### src/rtl/rs_pkg.sv
package rs_pkg;

    localparam int RS_DEPTH = 4;
    localparam int DATA_W   = 16;
    localparam int OP_W     = 4;
    localparam int TAG_W    = 3;
    localparam int IDX_W    = $clog2(RS_DEPTH);
    localparam int RANK_W   = IDX_W;
    localparam int CNT_W    = IDX_W + 1;

    localparam logic [TAG_W-1:0] RS_TAG_BASE = 3'd4;

    typedef struct packed {
        logic              rdy;
        logic [TAG_W-1:0]  tag;
        logic [DATA_W-1:0] val;
    } rs_src_t;

    typedef struct packed {
        logic [OP_W-1:0] op;
        rs_src_t         a;
        rs_src_t         b;
    } rs_instr_t;

    // Take the bus value if the source is still waiting on that tag
    function automatic rs_src_t snoop(input rs_src_t s,
                                      input logic cv,
                                      input logic [TAG_W-1:0] ct,
                                      input logic [DATA_W-1:0] cd);
        rs_src_t r;
        r = s;
        if (!s.rdy && cv && (s.tag == ct)) begin
            r.rdy = 1'b1;
            r.val = cd;
        end
        return r;
    endfunction

    function automatic logic [TAG_W-1:0] own_tag(input logic [IDX_W-1:0] idx);
        return RS_TAG_BASE + TAG_W'(idx);
    endfunction

endpackage

### src/rtl/rs_alloc.sv
module rs_alloc
    import rs_pkg::*;
(
    input  logic [RS_DEPTH-1:0] occupied,
    output logic [RS_DEPTH-1:0] alloc_oh,
    output logic                full
);

    logic taken;

    always_comb begin
        alloc_oh = '0;
        taken    = 1'b0;
        for (int i = 0; i < RS_DEPTH; i++) begin
            if (!occupied[i] && !taken) begin
                alloc_oh[i] = 1'b1;
                taken       = 1'b1;
            end
        end
    end

    assign full = &occupied;

endmodule

### src/rtl/rs_entry.sv
module rs_entry
    import rs_pkg::*;
#(
    parameter int SLOT = 0
) (
    input  logic              clk,
    input  logic              rst,
    input  logic              flush,
    input  logic              alloc_en,
    input  rs_instr_t         iss_in,
    input  logic [RANK_W-1:0] new_rank,
    input  logic              cdb_valid,
    input  logic [TAG_W-1:0]  cdb_tag,
    input  logic [DATA_W-1:0] cdb_data,
    input  logic              disp_en,
    input  logic              disp_fire,
    input  logic [RANK_W-1:0] disp_rank,
    output logic              valid_o,
    output logic              inflight_o,
    output logic              ready_o,
    output logic [RANK_W-1:0] rank_o,
    output logic [OP_W-1:0]   op_o,
    output logic [DATA_W-1:0] a_o,
    output logic [DATA_W-1:0] b_o
);

    localparam logic [TAG_W-1:0] MY_TAG = own_tag(IDX_W'(SLOT));

    logic              valid_q;
    logic              inflight_q;
    logic [RANK_W-1:0] rank_q;
    rs_instr_t         instr_q;

    always_ff @(posedge clk) begin
        if (rst || flush) begin
            valid_q    <= 1'b0;
            inflight_q <= 1'b0;
            rank_q     <= '0;
            instr_q    <= '0;
        end else begin
            if (alloc_en) begin
                valid_q    <= 1'b1;
                rank_q     <= new_rank;
                instr_q.op <= iss_in.op;
                instr_q.a  <= snoop(iss_in.a, cdb_valid, cdb_tag, cdb_data);
                instr_q.b  <= snoop(iss_in.b, cdb_valid, cdb_tag, cdb_data);
            end else if (valid_q) begin
                instr_q.a <= snoop(instr_q.a, cdb_valid, cdb_tag, cdb_data);
                instr_q.b <= snoop(instr_q.b, cdb_valid, cdb_tag, cdb_data);
                if (disp_en) begin
                    valid_q    <= 1'b0;
                    inflight_q <= 1'b1;
                end else if (disp_fire && (rank_q > disp_rank)) begin
                    rank_q <= rank_q - RANK_W'(1);
                end
            end
            if (inflight_q && cdb_valid && (cdb_tag == MY_TAG)) begin
                inflight_q <= 1'b0;
            end
        end
    end

    assign valid_o    = valid_q;
    assign inflight_o = inflight_q;
    assign ready_o    = valid_q && instr_q.a.rdy && instr_q.b.rdy;
    assign rank_o     = rank_q;
    assign op_o       = instr_q.op;
    assign a_o        = instr_q.a.val;
    assign b_o        = instr_q.b.val;

endmodule

### src/rtl/rs_select.sv
module rs_select
    import rs_pkg::*;
(
    input  logic [RS_DEPTH-1:0] ready,
    input  logic [RANK_W-1:0]   rank [RS_DEPTH],
    output logic                any_ready,
    output logic [IDX_W-1:0]    pick_idx,
    output logic [RANK_W-1:0]   pick_rank
);

    always_comb begin
        any_ready = 1'b0;
        pick_idx  = '0;
        pick_rank = '0;
        for (int i = 0; i < RS_DEPTH; i++) begin
            if (ready[i] && (!any_ready || (rank[i] < pick_rank))) begin
                any_ready = 1'b1;
                pick_idx  = IDX_W'(i);
                pick_rank = rank[i];
            end
        end
    end

endmodule

### src/rtl/rs_station.sv
module rs_station
    import rs_pkg::*;
(
    input  logic              clk,
    input  logic              rst,
    input  logic              flush,
    input  logic              iss_valid,
    input  logic [OP_W-1:0]   iss_op,
    input  logic              iss_a_rdy,
    input  logic [TAG_W-1:0]  iss_a_tag,
    input  logic [DATA_W-1:0] iss_a_val,
    input  logic              iss_b_rdy,
    input  logic [TAG_W-1:0]  iss_b_tag,
    input  logic [DATA_W-1:0] iss_b_val,
    output logic              full,
    input  logic              cdb_valid,
    input  logic [TAG_W-1:0]  cdb_tag,
    input  logic [DATA_W-1:0] cdb_data,
    input  logic              fu_ready,
    output logic              disp_valid,
    output logic [OP_W-1:0]   disp_op,
    output logic [DATA_W-1:0] disp_a,
    output logic [DATA_W-1:0] disp_b,
    output logic [TAG_W-1:0]  disp_tag
);

    rs_instr_t           iss_instr;
    logic [RS_DEPTH-1:0] valid_vec;
    logic [RS_DEPTH-1:0] inflight_vec;
    logic [RS_DEPTH-1:0] ready_vec;
    logic [RS_DEPTH-1:0] alloc_oh;
    logic [RANK_W-1:0]   rank_arr [RS_DEPTH];
    logic [OP_W-1:0]     op_arr   [RS_DEPTH];
    logic [DATA_W-1:0]   a_arr    [RS_DEPTH];
    logic [DATA_W-1:0]   b_arr    [RS_DEPTH];
    logic                iss_fire;
    logic                any_ready;
    logic                disp_fire;
    logic [IDX_W-1:0]    pick_idx;
    logic [RANK_W-1:0]   pick_rank;
    logic [CNT_W-1:0]    live_cnt;
    logic [RANK_W-1:0]   new_rank;

    assign iss_instr.op    = iss_op;
    assign iss_instr.a.rdy = iss_a_rdy;
    assign iss_instr.a.tag = iss_a_tag;
    assign iss_instr.a.val = iss_a_val;
    assign iss_instr.b.rdy = iss_b_rdy;
    assign iss_instr.b.tag = iss_b_tag;
    assign iss_instr.b.val = iss_b_val;

    rs_alloc u_alloc (
        .occupied (valid_vec | inflight_vec),
        .alloc_oh (alloc_oh),
        .full     (full)
    );

    assign iss_fire = iss_valid && !full;

    // Age: rank counts the older live entries; a new entry ranks behind them all
    always_comb begin
        live_cnt = '0;
        for (int i = 0; i < RS_DEPTH; i++) begin
            live_cnt = live_cnt + CNT_W'(valid_vec[i]);
        end
    end
    assign new_rank = RANK_W'(live_cnt - CNT_W'(disp_fire));

    for (genvar g = 0; g < RS_DEPTH; g++) begin : g_slot
        rs_entry #(.SLOT(g)) u_entry (
            .clk        (clk),
            .rst        (rst),
            .flush      (flush),
            .alloc_en   (iss_fire && alloc_oh[g]),
            .iss_in     (iss_instr),
            .new_rank   (new_rank),
            .cdb_valid  (cdb_valid),
            .cdb_tag    (cdb_tag),
            .cdb_data   (cdb_data),
            .disp_en    (disp_fire && (pick_idx == IDX_W'(g))),
            .disp_fire  (disp_fire),
            .disp_rank  (pick_rank),
            .valid_o    (valid_vec[g]),
            .inflight_o (inflight_vec[g]),
            .ready_o    (ready_vec[g]),
            .rank_o     (rank_arr[g]),
            .op_o       (op_arr[g]),
            .a_o        (a_arr[g]),
            .b_o        (b_arr[g])
        );
    end

    rs_select u_select (
        .ready     (ready_vec),
        .rank      (rank_arr),
        .any_ready (any_ready),
        .pick_idx  (pick_idx),
        .pick_rank (pick_rank)
    );

    assign disp_fire  = any_ready && fu_ready;
    assign disp_valid = disp_fire;
    assign disp_op    = op_arr[pick_idx];
    assign disp_a     = a_arr[pick_idx];
    assign disp_b     = b_arr[pick_idx];
    assign disp_tag   = own_tag(pick_idx);

endmodule

### config.mk
export PLATFORM = sky130hd
export DESIGN_NAME = rs_station
export DESIGN_NICKNAME = d
export VERILOG_FILES = /design/src/rtl/rs_pkg.sv /design/src/rtl/rs_alloc.sv /design/src/rtl/rs_entry.sv /design/src/rtl/rs_select.sv /design/src/rtl/rs_station.sv
export SDC_FILE = /design/constraint.sdc
export NUM_CORES = 1
export LEC_CHECK = 0
export BUFFER_PORTS_ARGS = -buffer_cell sky130_fd_sc_hd__buf_2
export CAP_MARGIN = 40
export CORE_MARGIN = 2
export CORE_UTILIZATION = 35
export CTS_CLUSTER_SIZE = 24
export DETAILED_ROUTE_END_ITERATION = 10
export GPL_ROUTABILITY_DRIVEN = 0
export PLACE_DENSITY = 0.58
export SYNTH_ARGS = -nofsm -noshare
export SYNTH_HDL_FRONTEND = slang
export SYNTH_SLANG_ARGS = --single-unit
### constraint.sdc
create_clock -name clk -period 10.7 [get_ports clk]
set_input_delay 1.605 -clock clk [delete_from_list [all_inputs] [get_ports clk]]
set_output_delay 1.605 -clock clk [all_outputs]
set_load 0.03 [all_outputs]
==> results of run 1 <==
## kinds of logic after synthesis
kind of cell | share of synthesized area, %
and+or+nand+nor | 19.0
buffers and inverters | 6.26
DFF | 37.0
adders and majority gates | 1.76
AOI/OAI and AO/OA | 29.8
muxes | 3.28
xor gates and xnor gates | 2.87
other | 0.0361
## metal layers
| layer | track usage (%) | vias to the layer above |
|---|---|---|
| met4 | 7.92 | 0 |
| li1 | - | 4596 |
| met3 | 3.21 | 54 |
| met5 | 0 | - |
| met2 | 36.2 | 248 |
| met1 | 29.5 | 4647 |
## Yosys cell counts (4+ instances only)
library cell | number | area [um^2]
inv_1 | 14 | 52.6
nor2_1 | 25 | 93.8
nor2b_1 | 129 | 807
ha_1 | 13 | 163
buf_4 | 18 | 135
a221o_1 | 36 | 360
o21ai_0 | 17 | 85.1
buf_1 | 6 | 22.5
a311oi_1 | 4 | 35.0
and3_1 | 4 | 25.0
nor3_1 | 19 | 95.1
dfxtp_1 | 192 | 3840
nor4_1 | 11 | 68.8
mux2i_1 | 34 | 340
buf_2 | 18 | 90.1
xnor2_1 | 14 | 123
clkbuf_1 | 93 | 349
a211oi_1 | 257 | 1930
nand3_1 | 53 | 265
nand2_1 | 125 | 469
xor2_1 | 20 | 175
nor3b_1 | 4 | 30.0
a21oi_1 | 91 | 455
## registers in the layout, summed over array words and instances, names as in the netlist
| signal | count |
|---|---|
| g_slot.u_entry.a_o | 64 |
| g_slot.u_entry.b_o | 64 |
| g_slot.u_entry.inflight_o | 4 |
| g_slot.u_entry.instr_q | 32 |
| g_slot.u_entry.op_o | 16 |
| g_slot.u_entry.rank_o | 8 |
| g_slot.u_entry.valid_o | 4 |
## layout by cell type (no fill, tap or decap), drive strengths merged, types with 4 or more instances in the layout
cell type,n
a211oi,258
dfxtp,192
buf,133
nor2b,129
nand2,125
a21oi,92
nand3,54
a221o,36
mux2i,34
nor2,25
xor2,20
clkbuf,20
nor3,19
inv,18
o21ai,17
xnor2,14
ha,13
nor4,11
nor3b,4
a311oi,4
o31ai,4
and3,4
clkinv,4
## worst max-delay path, cell delays in order, from the launching register on
cell	delay, ns
dfxtp_1	0.49
and3_1	0.27
nand2_1	0.09
ha_1	0.30
a21oi_1	0.08
o21bai_2	0.38
mux2i_1	0.32
inv_1	0.08
ha_1	0.28
or2_2	0.28
a21oi_2	0.35
a21oi_4	0.05
mux2i_1	0.23
ha_1	0.26
o21ai_0	0.18
nand2_1	0.22
nand2_4	0.51
buf_4	0.47
a21oi_1	0.07
a221o_1	0.31
buf_2	0.19
## final timing paths
kind	start	to	cells past startpoint
min reg2reg	g_slot[0].u_entry.op_o[1]	g_slot[0].u_entry.op_o[1]	2
min	g_slot[0].u_entry.op_o[1]	g_slot[0].u_entry.op_o[1]	2
max reg2reg	g_slot[0].u_entry.valid_o	g_slot[1].u_entry.rank_o[1]	23
max	g_slot[0].u_entry.valid_o	disp_a[8]	20
## area by class of cell
type | instances | area (um^2) | area share (%)
inverter | 14 | 52.6 | 0.449
tap | 390 | 488 | 4.17
clock buffer | 20 | 447 | 3.82
sequential | 192 | 3840 | 32.8
timing repair buffer | 133 | 772 | 6.59
multi-input combinational | 895 | 5980 | 51.0
clock inverter | 12 | 129 | 1.10
## power by group through the flow
| stage | Clock (uW) | Sequential, uW | Combinational (uW) |
|---|---|---|---|
| floorplan | 0 | 745 | 95.6 |
| CTS | 649 | 730 | 146 |
| global placement | 0 | 747 | 142 |
| detailed placement | 0 | 747 | 144 |
| global route | 677 | 732 | 158 |
| finish | 638 | 730 | 146 |
## through the flow
| stage | util [%] | std cells | power [uW] | instance area [um^2] |
|---|---|---|---|---|
| floorplan | - | 1236 | 841 | 10400 |
| global placement | 37.6 | 1620 | 889 | 11100 |
| detailed placement | 37.9 | 1624 | 892 | 11100 |
| CTS | 39.8 | 1656 | 1530 | 11700 |
| global route | 39.8 | 1656 | 1570 | 11700 |
| finish | 39.8 | 1656 | 1510 | 11700 |
==> results by group, run 1 <==
Setup path
  • Critical path peak fanout: between 40 and 50
  • Worst EP arrival: approximately 6 ns
  • Worst Setup End Kind: output pin
  • R2R setup slack: around 4.5 ns
  • CP Data Required Time: slightly above 9 ns
  • WS Path Type: reg -> out
  • CP Launch Type: flop

Die
  • Die area: between 0.03 and 0.04 mm^2
  • Core area: between 0.02 and 0.03 mm^2
  • Chip width: 176 um
  • Die height: approximately 180 um
  • Row count: 63
  • IO Pins: 110
  • Initial Utilization: about a third

Layout
  • Final #Nets: 1336
  • Layout filler cell count: 2971
  • Antenna diodes: 0
  • Layout cells sized above 1: 14.8%
  • Synth-to-Final Area Change: 12.8%

Clock network
  • CTS tree: yes
  • Clk sink count: 192
  • Number of setup buffers added after CTS: 0
  • Total CTS buffers: 17
  • Post-cts sizing count: 0
  • Htree depth: 4
  • Clock Tree Buf Depth: 2
  • Register clock-pin slew on the reported worst setup and hold paths: 0.07 ns
  • Skew-Pair Late Insertion Delay: around 0.44 ns
  • Hold_buf cts: 0
  • Clock root buffer master: clkbuf_16

Synthesis
  • FF+latch count, synth: 192
  • Post-Syn Area: approximately 0.010 mm^2
  • Syn avg cell area: 8.40 um^2
  • Count of cell types in the netlist: around 50
  • Mapped Nets: 1319
  • Synth warn: 0
  • Fraction of registers with async set/reset: 0%
  • Post-synth EDFFs: 0
  • Seq/Total Area, Yosys: 37.0%
  • Top FF cell, synth: dfxtp_1
  • Post-Syn Instances: 1236

Placed design
  • Pre-CTS WS: 3.68 ns
  • Port buffer count: 108
  • DP HPWL: 21.9 mm

STA
  • Worst-margin pin slew: around 0.9 ns
  • Final setup margin: between 3 and 4 ns
  • Fmax achieved: around 130 MHz
  • Slew Limit Headroom: roughly two fifths
  • Final period util: about 70%
  • Setup_tns: 0 ns
  • Final Setup Violations: 0
  • Final hold vios: 0
  • Tmin final: about 7.5 ns
  • Slew Limit Fails: 0
  • Unrepaired setup endpoints after global routing: no
  • WHS: between 0.4 and 0.5 ns
  • Clock Skews: roughly 0.016 ns

Global routing
  • Initial antenna violation count: 0
  • Vias in the first global route: 9399
  • Largest net degree at the start of global routing: about 80
  • Gr usage total: 22.1%
  • Gr ovfl total: 0
  • First-pass GRT wire length: roughly 54 mm

Pwr
  • Clock power frac: roughly 42%
  • Sw Ratio: 27.0%
  • P_int: approximately 1100 uW
  • Psw: 408 uW
  • Logic pwr share: under 10%
  • Leak: around 0.0044 uW
  • PD cells: roughly 130 mW/mm^2
  • VDD IR-drop max: 0.101 mV
  • Sequential share of power: between 40% and 50%

Route
  • M1 WL: between 15 and 20 mm
  • Wire per inst: just over 20 um
  • TritonRoute pass-1 iters: 5
  • Vias post-DR: around 9500
  • DRC violations left: 0
  • Vias/cell: 5.76
  • DRT antenna net count: 0
  • Metal3 WL: 1.41 mm
  • Detailed Route WL: 33.6 mm
  • Initial drt markers: 765
  • Max layer used: met4
  • Met2 WL post-DR: 15.7 mm

Outcome
  • Outcome: finished, final reports clean

Run
  • Number of max-cap violations: 0

Min path
  • Worst hold-check path type: reg -> reg
(Power assumes the default switching activity.)
==> run 2: changes to the inputs <==
==> constraint.sdc (replaced) <==
create_clock -name clk -period 7.1 [get_ports clk]
set_input_delay 1.065 -clock clk [delete_from_list [all_inputs] [get_ports clk]]
set_output_delay 1.065 -clock clk [all_outputs]
set_load 0.03 [all_outputs]
==> run 2 against run 1 <==
Effect of this change:
- global-route usage is essentially flat
- via count rose by 0.37%
- sequential share of layout area down 0.052 points
- sequential power increased by 51%
- critical path depth fell by 1
- core utilization rose by 0.064 points
- wire length increased by 2.2%
- highest routed layer unchanged
- design area grew 0.16%
- total power is 53% higher
- setup slack got worse by 2.7 ns
- combinational power is 49% higher
==> results by group, run 2 (same netlist as run 1, synthesis figures left out) <==
Min path
  • Hold Path Stages: 2 (unchanged)
  • Hold Crit Start: g_slot[1].u_entry.op_o[2]
  • Min-Delay Endpoint: g_slot[1].u_entry.op_o[2]
  • Worst hold-check path type: reg -> reg

Pwr
  • Sequential share of power: 47.7% (-0.6 points)
  • VDD IR-drop max: 0.148 mV (+47%)
  • Clock power frac: 42.9% (+0.8 points)
  • P_int: 1660 uW (+51%)
  • Psw: 645 uW (+58%)
  • Logic pwr share: 9.4% (-0.2 points)
  • PD cells: 197 mW/mm^2 (+52%)
  • Sw Ratio: 27.9% (+0.99 points)
  • Leak: 0.00438 uW (+0.42%)

Route
  • DRT antenna net count: 0 (unchanged)
  • Detailed Route WL: 34.3 mm (+2.2%)
  • Wire per inst: 20.7 um (+2.0%)
  • Vias post-DR: 9580 (+0.37%)
  • Vias/cell: 5.78 (+0.25%)
  • DRC violations left: 0 (unchanged)
  • TritonRoute pass-1 iters: 5 (unchanged)
  • Initial drt markers: 802 (+4.8%)

Setup path
  • Worst Setup End Kind: output pin
  • R2R setup slack: 1.12 ns (-3.41 ns)
  • CP Data Required Time: 6.03 ns (-3.07 ns)
  • RR Endpoint: g_slot[3].u_entry.rank_o[1]
  • Worst r2r src: g_slot[0].u_entry.valid_o
  • CP Launch Type: flop
  • Critical path peak fanout: 13 (-70%)
  • R2R cell count: 25 (+8.7%)
  • WS Path Type: reg -> out
  • Worst EP arrival: 5.50 ns (-0.40 ns)

STA
  • Unrepaired setup endpoints after global routing: no
  • Slew Limit Fails: 0 (unchanged)
  • Final period util: around 92%
  • Final setup margin: 0.538 ns (-2.66 ns)
  • Final hold vios: 0 (unchanged)
  • Clock Skews: 0.0153 ns (-0.000562 ns)
  • Fmax achieved: 152 MHz
  • Slew Limit Headroom: 36.4% (-2.0 points)
  • Final Setup Violations: 0 (unchanged)
  • Worst-margin pin slew: 0.954 ns (+0.0332 ns)
  • Setup_tns: 0 ns (unchanged)
  • Tmin final: between 6 and 7 ns
  • WHS: 0.454 ns (-0.00339 ns)

Run
  • Number of max-cap violations: 0 (unchanged)

Clock network
  • Hold_buf cts: 0 (unchanged)
  • Htree depth: 4 (unchanged)
  • Total CTS buffers: 17 (unchanged)
  • Clock root buffer master: clkbuf_16
  • Clk sink count: 192 (unchanged)
  • Number of setup buffers added after CTS: 0 (unchanged)
  • Register clock-pin slew on the reported worst setup and hold paths: 0.08 ns (about the same)
  • Clock Tree Buf Depth: 2 (unchanged)
  • CTS tree: yes
  • Skew-Pair Late Insertion Delay: 0.44 ns (about the same)
  • Post-cts sizing count: 0 (unchanged)

Global routing
  • Initial antenna violation count: 0 (unchanged)
  • Largest net degree at the start of global routing: 139 (+78%)
  • Gr usage total: 22.1% (about the same)
  • Gr ovfl total: 0 (unchanged)
  • Vias in the first global route: 9228 (-1.8%)
  • First-pass GRT wire length: 53.6 mm (-0.84%)

Layout
  • Final Util: 39.9% (+0.064 points)
  • Final #Nets: 1338 (+0.15%)
  • Layout filler cell count: 3010 (+1.3%)
  • Layout cells sized above 1: 15.1% (+0.29 points)
  • Synth-to-Final Area Change: 13.0%
  • Most common cell after layout, fill and taps aside: a211oi_1
  • Final non-filler cell total: 1658 (+0.12%)
  • Commonest cells after routing, fill and taps aside: a211oi_1, dfxtp_1, nor2b_1, nand2_1, buf_2
  • Antenna diodes: 0 (unchanged)

Die
  • Die height: 176 um (unchanged)
  • Chip width: 176 um (unchanged)
  • IO Pins: 110 (unchanged)
  • Initial Utilization: 35.3% (unchanged)
  • Die area: 0.0311 mm^2 (unchanged)
  • Core area: 0.0294 mm^2 (unchanged)
  • Row count: 63 (unchanged)

Outcome
  • Outcome: finished, final reports clean

Placed design
  • Pre-CTS WS: 1.05 ns (-2.63 ns)
  • Dpl cells: 1626 (+0.12%)
  • Port buffer count: 108 (unchanged)
  • DP HPWL: 21.6 mm (-1.3%)
==> run 2: power by group through the flow <==
stage,sequential [uW],clock [uW],combinational (uW)
after global routing,1100,1040,237
final,1100,991,218
after floorplan,1120,0,144
after CTS,1100,1000,217
after detailed placement,1130,0,216
after global placement,1130,0,215
==> run 2: how the worst max path moves through the flow <==
| stage | start | endpoint | slack [ns] | depth (start not counted) |
|---|---|---|---|---|
| after global placement | g_slot[0].u_entry.valid_o | disp_a[12] | 1.21 | 19 |
| after floorplan | g_slot[0].u_entry.valid_o | disp_a[10] | 1.36 | 21 |
| after detailed placement | g_slot[0].u_entry.valid_o | disp_a[15] | 1.05 | 19 |
| final | g_slot[0].u_entry.valid_o | disp_a[15] | 0.54 | 19 |
| after global routing | g_slot[0].u_entry.valid_o | disp_b[7] | 0.19 | 20 |
| after CTS | g_slot[0].u_entry.valid_o | disp_a[15] | 0.58 | 19 |
==> run 2: metrics by stage <==
stage	total power (uW)	cell area, um^2
3_5_place_dp	1340	11100
5_1_grt	2380	11700
4_1_cts	2320	11700
3_3_place_gp	1340	11100
2_1_floorplan	1270	10400
6_report	2310	11700
==> run 2: final cells by class <==
class | count | area, um^2 | share of cell area, %
Multi-Input combinational cell | 895 | 5980 | 51.0
Sequential cell | 192 | 3840 | 32.8
Timing Repair Buffer | 135 | 768 | 6.55
Tap cell | 390 | 488 | 4.16
Clock buffer | 17 | 425 | 3.63
Clock inverter | 15 | 173 | 1.47
Inverter | 14 | 52.6 | 0.448
==> run 2: critical path: stages, from the launching register on <==
cell      delay (ns)
dfxtp_1         0.52
and3_1          0.28
nand2_1         0.10
ha_1            0.32
a21oi_1         0.24
o21bai_2        0.12
mux2i_1         0.24
inv_1           0.08
ha_1            0.28
or2_2           0.28
a21oi_2         0.34
a21oi_4         0.06
mux2i_1         0.22
ha_1            0.25
o21ai_0         0.16
nand2_1         0.21
and3b_1         0.56
buf_12          0.30
a221o_1         0.30
buf_2           0.18
==> run 2: per-layer routing <==
metal / vias up / wire length (um) / track usage, %
met3: 56 / 2080 / 3.66
met4: 0 / 850 / 7.58
li1: 4588 / - / -
met5: - / 0 / 0
met2: 301 / 15700 / 35.4
met1: 4635 / 15700 / 30.1
==> run 3: changes to the inputs <==
==> constraint.sdc (replaced) <==
create_clock -name clk -period 7.1 [get_ports clk]
set_input_delay 1.42 -clock clk [delete_from_list [all_inputs] [get_ports clk]]
set_output_delay 1.42 -clock clk [all_outputs]
set_load 0.03 [all_outputs]
==> run 3 against run 2 <==
Effect of this change:
- total power grew 4.3%
- largest power group unchanged
- critical path type unchanged
- non-clock buffer count grew 2
- cell count grew 0.12%
- highest routed layer unchanged
- sequential power is essentially flat
==> results by group, run 3 (same netlist as run 1, synthesis figures left out) <==
Clock network
  • Clock Tree Buf Depth: 2 (unchanged)
  • Clock root buffer master: clkbuf_16
  • Total CTS buffers: 17 (unchanged)
  • Clk sink count: 192 (unchanged)
  • Skew-Pair Late Insertion Delay: 0.45 ns (about the same)
  • CTS tree: yes
  • Register clock-pin slew on the reported worst setup and hold paths: 0.07 ns (about the same)
  • Htree depth: 4 (unchanged)
  • Number of setup buffers added after CTS: 0 (unchanged)

Layout
  • Most common cell after layout, fill and taps aside: a211oi_1
  • Register Area: 0.00384 mm^2 (unchanged)
  • Layout cells sized above 1: 15.2% (+0.13 points)
  • Antenna diodes: 0 (unchanged)
  • Final #Nets: 1340 (+0.15%)
  • Commonest cells after routing, fill and taps aside: a211oi_1, dfxtp_1, nor2b_1, nand2_1, buf_2
  • Footprint of the multi-input gates: 0.00598 mm^2 (+0.15%)
  • Layout filler cell count: 2986 (-0.80%)
  • Synth-to-Final Area Change: 14.0%
  • Final Cell Area: 0.0118 mm^2 (+0.93%)

STA
  • Unrepaired setup endpoints after global routing: no
  • Slew Limit Headroom: 42.9% (+6.4 points)
  • Final Setup Violations: 0 (unchanged)
  • Worst-margin pin slew: 0.855 ns (-0.0991 ns)
  • Fmax achieved: 149 MHz (-2.1%)
  • Setup_tns: 0 ns (unchanged)
  • Final hold vios: 0 (unchanged)
  • Clock Skews: 0.0190 ns (+0.00374 ns)
  • Slew Limit Fails: 0 (unchanged)
  • Final period util: 94.4% (+2.0 points)
  • Tmin final: 6.70 ns (+0.139 ns)

Route
  • Detailed Route WL: 34.6 mm (+0.82%)
  • DRT antenna net count: 0 (unchanged)
  • Initial drt markers: 703 (-12%)
  • TritonRoute pass-1 iters: 5 (unchanged)
  • Vias post-DR: 9692 (+1.2%)
  • DRC violations left: 0 (unchanged)
  • Vias/cell: 5.84 (+1.0%)
  • Wire per inst: 20.8 um (+0.70%)

Setup path
  • Crit path capture: disp_a[7]
  • WS Path Type: reg -> out
  • Worst Setup End Kind: output pin
  • Worst r2r src: g_slot[0].u_entry.valid_o
  • RR Endpoint: g_slot[3].u_entry.rank_o[1]
  • R2R cell count: 24 (-4.0%)
  • CP Launch Type: flop
  • R2R setup slack: 1.23 ns (+0.11 ns)
  • Critical path peak fanout: 38 (+25)
  • Worst Setup SP: g_slot[0].u_entry.valid_o
  • Worst EP arrival: 5.28 ns (-0.22 ns)
  • CP Data Required Time: 5.68 ns (-0.35 ns)

Pwr
  • Clock power frac: 45.1% (+2.2 points)
  • Leak: 0.00443 uW (+1.1%)
  • P_int: 1780 uW (+6.8%)
  • Sequential share of power: 45.7% (-2.0 points)
  • VDD IR-drop max: 0.144 mV (-2.9%)
  • Sw Ratio: 26.2% (-1.7 points)
  • Psw: 632 uW (-2.1%)
  • Power, Total: 2410 uW (+4.3%)
  • Logic pwr share: 9.2% (-0.2 points)
  • PD cells: 204 mW/mm^2 (+3.4%)

Global routing
  • Largest net degree at the start of global routing: 67 (-52%)
  • Initial antenna violation count: 0 (unchanged)
  • Gr usage total: 22.4% (+0.34 points)
  • Gr ovfl total: 0 (unchanged)
  • Vias in the first global route: 9393 (+1.8%)
  • First-pass GRT wire length: 54.9 mm (+2.4%)

Die
  • Row count: 63 (unchanged)
  • Die area: 0.0311 mm^2 (unchanged)
  • IO Pins: 110 (unchanged)
  • Chip width: 176 um (unchanged)
  • Core area: 0.0294 mm^2 (unchanged)
  • Die height: 176 um (unchanged)
  • Initial Utilization: 35.3% (unchanged)

Placed design
  • Placed Area: 0.0112 mm^2 (+0.38%)
  • Port buffer count: 108 (unchanged)
  • DP HPWL: 22.0 mm (+2.0%)

Min path
  • Worst hold-check path type: reg -> reg

Run
  • Number of max-cap violations: 0 (unchanged)

Outcome
  • Outcome: finished, final reports clean
[run 3: through the flow]
| step | hold slack (ns) | util, % | worst slack, ns | cells |
|---|---|---|---|---|
| finish | 0.458 | 40.3 | 0.399 | 1660 |
| global route | 0.489 | 40.3 | 0.0594 | 1660 |
| CTS | 0.459 | 40.2 | 0.321 | 1660 |
| detailed placement | 0.449 | 38.0 | 0.805 | 1628 |
| global placement | 0.444 | 37.8 | 0.959 | 1625 |
| floorplan | 0.436 | - | 1.00 | 1236 |
[run 3: worst min path at each step]
stage | start | endpoint | cells after the start
2_1_floorplan | g_slot[0].u_entry.op_o[2] | g_slot[0].u_entry.op_o[2] | 2
3_3_place_gp | g_slot[3].u_entry.op_o[2] | g_slot[3].u_entry.op_o[2] | 2
3_5_place_dp | g_slot[3].u_entry.op_o[2] | g_slot[3].u_entry.op_o[2] | 2
4_1_cts | g_slot[3].u_entry.op_o[2] | g_slot[3].u_entry.op_o[2] | 2
5_1_grt | g_slot[1].u_entry.instr_q[38] | g_slot[1].u_entry.instr_q[38] | 2
6_report | g_slot[0].u_entry.op_o[1] | g_slot[0].u_entry.op_o[1] | 2
[run 3: final cells by class]
cell class,instances,area share [%]
Multi-Input combinational cell,895,50.6
Inverter,14,0.444
Tap cell,390,4.12
Clock buffer,18,3.71
Timing Repair Buffer,137,6.85
Clock inverter,14,1.83
Sequential cell,192,32.5
[run 3: metal layers]
metal	vias to the layer above	wire [um]	global-route usage (%)
li1	4609	-	-
met1	4782	16500	31.7
met2	270	16300	36.5
met3	31	1450	2.69
met4	0	413	5.30
met5	-	0	0
[run 3: critical path, stage by stage (launching register included)]
cell	delay, ns
dfxtp_1	0.50
and3_1	0.28
nand2_1	0.09
ha_1	0.31
a21oi_1	0.23
o21bai_2	0.10
mux2i_1	0.23
inv_1	0.07
ha_1	0.29
or2_2	0.29
a21oi_2	0.34
a21oi_4	0.05
mux2i_1	0.22
ha_1	0.26
o21ai_0	0.15
nand2_1	0.26
nand2_8	0.36
buf_4	0.28
a21oi_1	0.07
a221o_1	0.27
buf_2	0.18
[run 3: repair_timing]
action,CTS,global route
setup endpoints to repair,0,11
gates resized for setup,0,1
hold buffers,0,0
[run 3: power by group through the flow]
stage               clock network (uW)  registers (uW)  logic [uW]
global route                      1140            1100         240
floorplan                            0            1120         144
CTS                               1100            1100         221
global placement                     0            1130         215
detailed placement                   0            1130         220
finish                            1090            1100         222
